**src/rtl/rpr_pkg.sv**
```systemverilog
package rpr_pkg;
  localparam int AD_W = 32;
  localparam int BE_W = 4;

  typedef struct packed {
    logic            poison;
    logic            par;
    logic [AD_W-1:0] data;
  } fwd_word_t;

  localparam int FWD_W = $bits(fwd_word_t);
endpackage

```
**src/rtl/rpr_par_check.sv**
```systemverilog
module rpr_par_check
  import rpr_pkg::*;
(
  input  logic            clk,
  input  logic            rst,
  input  logic            rd_phase,
  input  logic            irdy_n,
  input  logic            trdy_n,
  input  logic [AD_W-1:0] ad,
  input  logic [BE_W-1:0] cbe_n,
  input  logic            par,
  output logic            push,
  output fwd_word_t       push_word,
  output logic            err
);
  // stage 1: capture the data phase
  logic            ph_v;
  logic [AD_W-1:0] ad_q;
  logic [BE_W-1:0] cbe_q;
  logic            dphase;
  // stage 2: parity result, one edge after the data phase
  logic            chk_v;
  fwd_word_t       word_q;
  logic            odd;

  assign dphase = rd_phase & ~irdy_n & ~trdy_n;

  always_ff @(posedge clk) begin
    if (rst) begin
      ph_v <= 1'b0;
    end else begin
      ph_v <= dphase;
    end
    ad_q  <= ad;
    cbe_q <= cbe_n;
  end

  assign odd = ^{ad_q, cbe_q, par};

  always_ff @(posedge clk) begin
    if (rst) begin
      chk_v  <= 1'b0;
      word_q <= '0;
    end else begin
      chk_v <= ph_v;
      if (ph_v) begin
        word_q.data   <= ad_q;
        word_q.par    <= par;
        word_q.poison <= odd;
      end
    end
  end

  assign push      = chk_v;
  assign push_word = word_q;
  assign err       = chk_v & word_q.poison;
endmodule

```
**src/rtl/rpr_perr_gen.sv**
```systemverilog
module rpr_perr_gen (
  input  logic clk,
  input  logic rst,
  input  logic err,
  input  logic per_en,
  output logic perr_n
);
  always_ff @(posedge clk) begin
    if (rst) begin
      perr_n <= 1'b1;
    end else begin
      perr_n <= ~(err & per_en);
    end
  end
endmodule

```
**src/rtl/rpr_status.sv**
```systemverilog
module rpr_status #(
  parameter int NBITS = 2
) (
  input  logic             clk,
  input  logic             rst,
  input  logic [NBITS-1:0] set,
  input  logic [NBITS-1:0] clr,
  output logic [NBITS-1:0] sts
);
  for (genvar i = 0; i < NBITS; i++) begin : g_bit
    always_ff @(posedge clk) begin
      if (rst) begin
        sts[i] <= 1'b0;
      end else if (set[i]) begin
        sts[i] <= 1'b1;
      end else if (clr[i]) begin
        sts[i] <= 1'b0;
      end
    end
  end
endmodule

```
**src/rtl/rpr_fwd_fifo.sv**
```systemverilog
module rpr_fwd_fifo
  import rpr_pkg::*;
#(
  parameter int DEPTH = 8
) (
  input  logic      clk,
  input  logic      rst,
  input  logic      push,
  input  fwd_word_t push_word,
  input  logic      pop,
  input  logic      flush,
  output logic      valid,
  output logic      full,
  output fwd_word_t head
);
  localparam int AW = (DEPTH > 1) ? $clog2(DEPTH) : 1;
  localparam int CW = AW + 1;
  localparam logic [CW-1:0] DEPTH_C = CW'(DEPTH);

  fwd_word_t     mem [DEPTH];
  logic [AW-1:0] wr_ptr;
  logic [AW-1:0] rd_ptr;
  logic [CW-1:0] count;
  logic          push_ok;
  logic          pop_ok;

  assign push_ok = push & (count != DEPTH_C) & ~flush;
  assign pop_ok  = pop & (count != '0) & ~flush;

  function automatic logic [AW-1:0] nxt(input logic [AW-1:0] p);
    nxt = (p == AW'(DEPTH - 1)) ? '0 : p + 1'b1;
  endfunction

  always_ff @(posedge clk) begin
    if (push_ok) begin
      mem[wr_ptr] <= push_word;
    end
  end

  always_ff @(posedge clk) begin
    if (rst || flush) begin
      wr_ptr <= '0;
      rd_ptr <= '0;
      count  <= '0;
    end else begin
      if (push_ok) wr_ptr <= nxt(wr_ptr);
      if (pop_ok)  rd_ptr <= nxt(rd_ptr);
      case ({push_ok, pop_ok})
        2'b10:   count <= count + 1'b1;
        2'b01:   count <= count - 1'b1;
        default: count <= count;
      endcase
    end
  end

  assign valid = (count != '0);
  assign full  = (count == DEPTH_C);
  assign head  = valid ? mem[rd_ptr] : '0;
endmodule

```
**src/rtl/rd_par_reporter.sv**
```systemverilog
module rd_par_reporter
  import rpr_pkg::*;
#(
  parameter int FWD_DEPTH = 8
) (
  input  logic            clk,
  input  logic            rst,
  input  logic            rd_phase,
  input  logic            irdy_n,
  input  logic            trdy_n,
  input  logic [AD_W-1:0] ad,
  input  logic [BE_W-1:0] cbe_n,
  input  logic            par,
  input  logic            per_en,
  input  logic            clr_dpe,
  input  logic            clr_dpd,
  output logic            perr_n,
  output logic            sts_dpe,
  output logic            sts_dpd,
  input  logic            fwd_rd,
  input  logic            fwd_flush,
  output logic            fwd_valid,
  output logic            fwd_full,
  output logic [AD_W-1:0] fwd_data,
  output logic            fwd_par,
  output logic            fwd_poison
);
  logic      push;
  fwd_word_t push_word;
  logic      err;
  fwd_word_t head;
  logic [1:0] sts_vec;

  rpr_par_check u_chk (
    .clk       (clk),
    .rst       (rst),
    .rd_phase  (rd_phase),
    .irdy_n    (irdy_n),
    .trdy_n    (trdy_n),
    .ad        (ad),
    .cbe_n     (cbe_n),
    .par       (par),
    .push      (push),
    .push_word (push_word),
    .err       (err)
  );

  rpr_perr_gen u_perr (
    .clk    (clk),
    .rst    (rst),
    .err    (err),
    .per_en (per_en),
    .perr_n (perr_n)
  );

  // bit 0: detected (ungated), bit 1: reported (gated by enable)
  rpr_status #(.NBITS(2)) u_sts (
    .clk (clk),
    .rst (rst),
    .set ({err & per_en, err}),
    .clr ({clr_dpd, clr_dpe}),
    .sts (sts_vec)
  );

  assign sts_dpe = sts_vec[0];
  assign sts_dpd = sts_vec[1];

  rpr_fwd_fifo #(.DEPTH(FWD_DEPTH)) u_fifo (
    .clk       (clk),
    .rst       (rst),
    .push      (push),
    .push_word (push_word),
    .pop       (fwd_rd),
    .flush     (fwd_flush),
    .valid     (fwd_valid),
    .full      (fwd_full),
    .head      (head)
  );

  assign fwd_data   = head.data;
  assign fwd_par    = head.par;
  assign fwd_poison = head.poison;
endmodule

```
**config.mk**
```make
export PLATFORM = sky130hd
export DESIGN_NAME = rd_par_reporter
export DESIGN_NICKNAME = d
export VERILOG_FILES = /design/src/rtl/rpr_pkg.sv /design/src/rtl/rpr_par_check.sv /design/src/rtl/rpr_perr_gen.sv /design/src/rtl/rpr_status.sv /design/src/rtl/rpr_fwd_fifo.sv /design/src/rtl/rd_par_reporter.sv
export SDC_FILE = /design/constraint.sdc
export NUM_CORES = 1
export LEC_CHECK = 0
export BUFFER_PORTS_ARGS = -buffer_cell sky130_fd_sc_hd__buf_2
export CORE_ASPECT_RATIO = 0.7
export CORE_MARGIN = 2
export CORE_UTILIZATION = 30
export DETAILED_ROUTE_END_ITERATION = 7
export PLACE_DENSITY = 0.51
export SLEW_MARGIN = 20
export SYNTH_ARGS = -nofsm -noshare
export SYNTH_HDL_FRONTEND = slang
export SYNTH_SLANG_ARGS = --single-unit
export TNS_END_PERCENT = 1
```
**constraint.sdc**
```tcl
create_clock -name clk -period 9.7 [get_ports clk]
set_input_delay 0.97 -clock clk [delete_from_list [all_inputs] [get_ports clk]]
set_output_delay 0.97 -clock clk [all_outputs]
set_load 0.1 [all_outputs]
```
* After elaboration in Yosys (flattened, before gate mapping)
Memories as Yosys holds them, arrays and structs flattened. A register that Yosys moved wholly into a read port is not among the register bits.
Index checks and enable logic that the tools add are counted.
** Word-level totals
- Output and inout port bits :: 39
- Bits in registers :: 85
- Bits in read-only memories :: 0
- Bits in latches :: 0
- Memory bits (writable) :: 272
- Word-level logic and storage cells :: 54
- Memories :: 1
** Memory list
- u_fifo.mem :: depth 8, bits a word 34, rd ports 1, clocked after Yosys merged registers in 1, wr ports 1, line rpr_fwd_fifo.sv:20 : fwd_word_t mem [DEPTH];
** Cells by class
- Magnitude comparators :: 0
- Muxes and demuxes :: 12
- Reductions and logical operators :: 6
- Divide/modulo/power cells :: 0
- Multiply operators :: 0
- Add/sub/neg operators :: 4
- Bitwise operators :: 12
- Equality and inequality tests :: 6
- Shift operators :: 0
** Operators with widths (count)
- 37-bit parity :: 1
- 34-bit 2-to-1 mux :: 1
- 3-bit 2-to-1 mux :: 4
- 1-bit bitwise AND :: 8
- 4-bit one-hot mux with 2 select lines :: 1
- 3-bit by 1-bit adder with 3-bit output (second input constant) :: 2
- 3-bit == test (second input constant) :: 2
- 1-bit 2-to-1 mux :: 6
- 2-bit nonzero test :: 3
- 4-bit by 1-bit adder with 4-bit output (second input constant) :: 1
- 4-bit == test (second input constant) :: 1
- 4-bit inequality test (second input constant) :: 1
- 1-bit inverter :: 4
- 4-bit nonzero test :: 1
- 4-bit by 1-bit subtractor with 4-bit output (second input constant) :: 1
- 2-bit by 1-bit == test with 1-bit output (second input constant) :: 1
- 2-bit == test (second input constant) :: 1
- 1-bit logical OR :: 1

* Depth between registers and ports, before layout
- Depth in word-level cells :: 5
- Gate-level depth with buffers :: 12
- Depth with buffers taken out :: 11

* Cells and area by module
From an unflattened synthesis, not the netlist that was laid out.
** Second synthesis, totals
- Cell total of the unflattened synthesis :: 708
- Area, all modules :: 13392.8 um^2
** Modules (own cells, without submodules)
- rpr_fwd_fifo :: sequential area each 8428.1 um^2, area each 10990.5 um^2, cells each 510, times used 1
- rpr_par_check :: sequential area each 1441.4 um^2, area each 2298.5 um^2, cells each 187, times used 1
- rpr_status :: sequential area each 40.0 um^2, area each 70.1 um^2, cells each 8, times used 1
- rpr_perr_gen :: sequential area each 20.0 um^2, area each 27.5 um^2, cells each 2, times used 1
- rd_par_reporter :: sequential area each 0.0 um^2, area each 6.3 um^2, cells each 1, times used 1

* Worst setup path after synthesis
Ideal clock, no wire load.
- Path kind :: register -> register
- Start point :: register u_fifo.count[1]
- End point :: register u_fifo.count[2]
- Slack :: 4292 ps
- Cell stages (with the launch flop) :: 13
- Library setup time :: 71 ps
- Clock period less this slack :: 5408 ps
- Data arrival time :: 5337 ps
- Required time :: 9629 ps
- Cells stage by stage :: dfxtp_1 > buf_2 > nor4b_1 > nand2b_1 > nor2_1 > inv_2 > ha_1 > xor2_1 > ha_1 > a21oi_1 > xor2_1 > or3_1 > a21oi_1
** Between the ends
- Longest elaborated chain between the ends :: 5
- Elaborated cells on any way between the ends :: 12
- Classes of those cells :: add/sub (2); eq/ne (3); mux (1); bitwise (4); reduce/logical (2)
** Ends and longest elaborated chain
- start, declared :: line rpr_fwd_fifo.sv:23 : logic [CW-1:0] count;
- start signal, assigned :: line rpr_fwd_fifo.sv:49 : 2'b10: count <= count + 1'b1;
- start signal, assigned :: line rpr_fwd_fifo.sv:50 : 2'b01: count <= count - 1'b1;
- start signal, assigned :: line rpr_fwd_fifo.sv:51 : default: count <= count;
- 4-bit inequality test or 4-bit nonzero test (tied branches) :: line rpr_fwd_fifo.sv:27, rpr_fwd_fifo.sv:28
- 1-bit bitwise AND (on tied branches) (2 in series) :: line rpr_fwd_fifo.sv:27, rpr_fwd_fifo.sv:28
- 2-bit by 1-bit == test with 1-bit output or 2-bit == test (tied branches) :: line rpr_fwd_fifo.sv:48 : case ({push_ok, pop_ok})
- 4-bit one-hot mux with 2 select lines or 2-bit nonzero test (tied branches)
Several ways; a longest one is shown, not always the timed one.
A chain may end at the register's enable or synchronous reset.

==> out/qor_table.md <==
| Item | This run |
| --- | --- |
| Result of the run | finished, final reports clean |
| Total congestion overflow | 0 |
| Clock sink count | 360 |
| # resized after CTS | 0 |
| Number of unique standard cell types used by synthesis | 31 |
| Synthesis-stage register bit count | 360 |
| Area of all placed cells without fillers | 15,800 sq um |
| Die area | 46,200 sq um |
| Startpoint class of the critical path | flip-flop |
| Total number of nets in the final design | 865 |
| Weighted congestion at the end of routability-driven global placement | 0.689 |
| Antenna violations before repair | 0 |
| Delay of the slowest cell on the worst path | 780 ps |
| Min Hold Slack | 444 ps |
| Total standard cell area after synthesis | 13,400 sq um |
| Setup TNS | 0 ps |
| Top_reg_cell synth | sky130_fd_sc_hd__edfxtp_1 |
| Async set-or-reset flop fraction in the synthesized netlist | 0% |
| Final Core Density | 36.1% |
| P per Cell Area | 205 nW/um^2 |
| RSZ-0062 raised after global routing | no |
| Hold worst-path end | u_sts.sts[1] |
| Setup fix buffers added after clock tree synthesis | 0 |
| Mean routed wirelength per cell | 19.7 microns |
| Net count after synthesis | 760 |
| Fin. Hold Viols | 0 |
| Global routing usage summed across all routing layers | 12.2% |
| Cell class contributing the biggest share of worst-path delay | buffers and inverters |
| Die boundary height | 181 microns |
| Cell count after placement | 1,366 |
| Kind of critical path | reg2out |
| Number of global-route vias before repair | 6,475 |
| Largest fanout of any net on the critical path | 37 |
| Diode count | 0 |
| Highest achievable clock rate | 232 MHz |
| Data arrival time at the worst-slack endpoint | 3340 ps |
| Non-filler instance count after layout | 1,434 |
| Number of enable-type register cells in the synthesized netlist | 272 |
| Clock root cell | sky130_fd_sc_hd__clkbuf_16 |
| Worst-path clk slew | 60 ps |
| Launch instance of the worst min-delay path | u_sts.sts[1] |
| P&R area growth vs syn | 18.4% |
| Count of maximum capacitance violations | 0 |
| Number of vias in the routed layout | 6,385 |
| Starting Density | 30.5% |
| Cell taking the most area after synthesis | sky130_fd_sc_hd__edfxtp_1 |
| Maximum number of buffers from clock root to sink | 3 |
| Buffers and inverters on the worst path | 2 |
| Part of the Yosys area used for sequential elements | 74.3% |
| Data required time at the worst endpoint | 8730 ps |
| Count of H-tree levels built during CTS | 2 |
| Count of pins on the block boundary | 86 |
| Cell count of the worst hold path | 2 |
| Half-perimeter wire length after detailed placement | 15.0 mm |
| Final Routed Wirelength | 28.2 mm |
| CTS Buf Count | 37 |
| Post-Syn Area per Cell | 18.9 sq um |
| Minimum clock period after layout | 4310 ps |
| Setup ws final | 5390 ps |
| Share of final-layout standard cells stronger than drive strength 1 | 29.3% |
| Critical R2R Capture | u_fifo.count[2] |
| Antenna Violating Nets Remaining | 0 |
| Most numerous cell in the Yosys netlist | sky130_fd_sc_hd__edfxtp_1 |
| Post-route DRC violation count | 0 |
| Core outline area | 43,800 sq um |
| Portion of synthesized cell area occupied by the leading cell type | 61.2% |
| Overall Power | 3.24 mW |
| Top post-synthesis cells by area | sky130_fd_sc_hd__edfxtp_1, sky130_fd_sc_hd__dfxtp_1, sky130_fd_sc_hd__mux4_2, sky130_fd_sc_hd__mux2i_1, sky130_fd_sc_hd__nor2_1 |
| Largest net degree at the start of global routing | 69 |
| Leading post-synthesis cells by instance count | sky130_fd_sc_hd__edfxtp_1, sky130_fd_sc_hd__dfxtp_1, sky130_fd_sc_hd__nor2_1 |
| Row cnt | 64 |
| Worst path slowest cell | sky130_fd_sc_hd__dfxtp_4 |
| Worst slew pin tran | 1080 ps |
| Number of buffers added on ports | 85 |
| Cells on worst reg2reg path | 12 |
| Cell count after synthesis | 706 |
| First-pass iteration count of the detailed router | 6 |
| Wire length of the first global-routing pass | 41.8 mm |
| Cts-stage hold buffer count | 0 |
| Worst reg2reg path startpoint | u_fifo.count[1] |
| Worst Skew | 10.6 ps |
| Tightest Hold Check Type | reg2reg |
| Static leakage power | 5.21 nW |
| Yosys synthesis warning count | 0 |
| Relative slew slack | 28.3% |
| Routed via count divided by cell count | 4.45 |
| Final setup fails | 0 |
| TritonCTS clock tree | yes |
| Final Max Slew Viols | 0 |
| Final Cycle Share | 44.5% |
| Placed Area | 14,500 sq um |
| Endpoint type of the worst setup path | output pin |
| Later-pin clock latency in the skew report | 530 ps |
| VDD IR max | 112 uV |
| Register-to-register setup slack | 6720 ps |
| DRC marker count from the first detailed-route iteration | 396 |
| Post-placement worst setup slack | 5770 ps |
| Cells along the critical path | buf_4, mux4_2, mux2i_1, nor2_1, buf_2 |
| Width of the die | 256 microns |
cell families (layout without fill, tap and decap cells):
logic type / after synthesis / in the layout / share of synthesized area, %
flops: 360 / 360 / 74.3
xor+xnor: 38 / 38 / 2.65
buf+inv: 36 / 170 / 1.28
compound gates: 12 / 12 / 0.487
mux: 138 / 138 / 16.7
simple gates: 115 / 115 / 3.86
fa+ha+maj: 7 / 7 / 0.656
registers in the layout, indices dropped and copies added, names as in the netlist, named ones only:
signal and cells:
u_fifo.mem 272, u_perr.perr_n 1, u_chk.ad_q 32, u_fifo.wr_ptr 3, u_chk.push 1, u_chk.ph_v 1, u_chk.push_word 34, u_sts.sts 2
u_chk.cbe_q 4, u_fifo.count 4, u_fifo.rd_ptr 3
cells in the final DEF, fill, tap and decap left out, types with 4 or more instances in the layout:
cell type                    count
sky130_fd_sc_hd__edfxtp_1      272
sky130_fd_sc_hd__buf_2          85
sky130_fd_sc_hd__dfxtp_1        84
sky130_fd_sc_hd__nor2_1         78
sky130_fd_sc_hd__mux2i_1        70
sky130_fd_sc_hd__mux4_2         68
sky130_fd_sc_hd__clkbuf_16      39
sky130_fd_sc_hd__xnor2_1        27
sky130_fd_sc_hd__buf_4          14
sky130_fd_sc_hd__xor2_1          9
sky130_fd_sc_hd__nand2_1         9
sky130_fd_sc_hd__clkinv_2        9
sky130_fd_sc_hd__a21oi_1         8
sky130_fd_sc_hd__ha_1            7
sky130_fd_sc_hd__nand2b_1        6
sky130_fd_sc_hd__bufinv_16       6
sky130_fd_sc_hd__nor3_2          4
sky130_fd_sc_hd__nand3b_1        4
sky130_fd_sc_hd__clkinvlp_4      4
worst max path at each step:
| stage | startpoint | end | slack [ps] | cells after the start |
|---|---|---|---|---|
| 2_1_floorplan | u_fifo.count[1] | u_fifo.count[2] | 4290 | 12 |
| 3_3_place_gp | flip-flop | fwd_data[31] | 5770 | 5 |
| 3_5_place_dp | flip-flop | fwd_data[31] | 5770 | 5 |
| 4_1_cts | flip-flop | fwd_data[31] | 5190 | 5 |
| 5_1_grt | flip-flop | fwd_data[31] | 5090 | 5 |
| 6_report | flip-flop | fwd_data[31] | 5390 | 5 |
power breakdown:
part / switching [mW] / total [mW] / internal, mW / leakage, nW
Clock: 0.589 / 1.49 / 0.903 / 0.625
Combinational: 0.0422 / 0.0801 / 0.0379 / 1.35
Sequential: 0.0162 / 1.67 / 1.66 / 3.24
Total: 0.647 / 3.24 / 2.60 / 5.21
worst reg2reg max path, delay by kind of cell (launching register included):
kind                       cells  cell delay, ps
AOI/OAI and AO/OA              2             290
DFF                            1             400
xor gates and xnor gates       2             270
buffers and inverters          2             600
and+or+nand+nor                4             900
adders and majority gates      2             450
metal layers:
metal | GRT usage (%) | part of all wire, % | vias up
met5 | 0 | 0 | -
met4 | 3.23 | 1.6 | 0
met3 | 2.43 | 5.1 | 32
met2 | 19.0 | 46 | 128
met1 | 17.4 | 48 | 3282
li1 | - | - | 2943
area by class of cell:
type | instances | area [sq um]
clock buffer | 43 | 1000
sequential | 360 | 9940
fill | 4121 | 28000
multi-input combinational | 310 | 3300
timing repair buffer | 99 | 531
clock inverter | 25 | 289
tap | 594 | 743
inverter | 3 | 11.3
(Power assumes the default switching activity.)
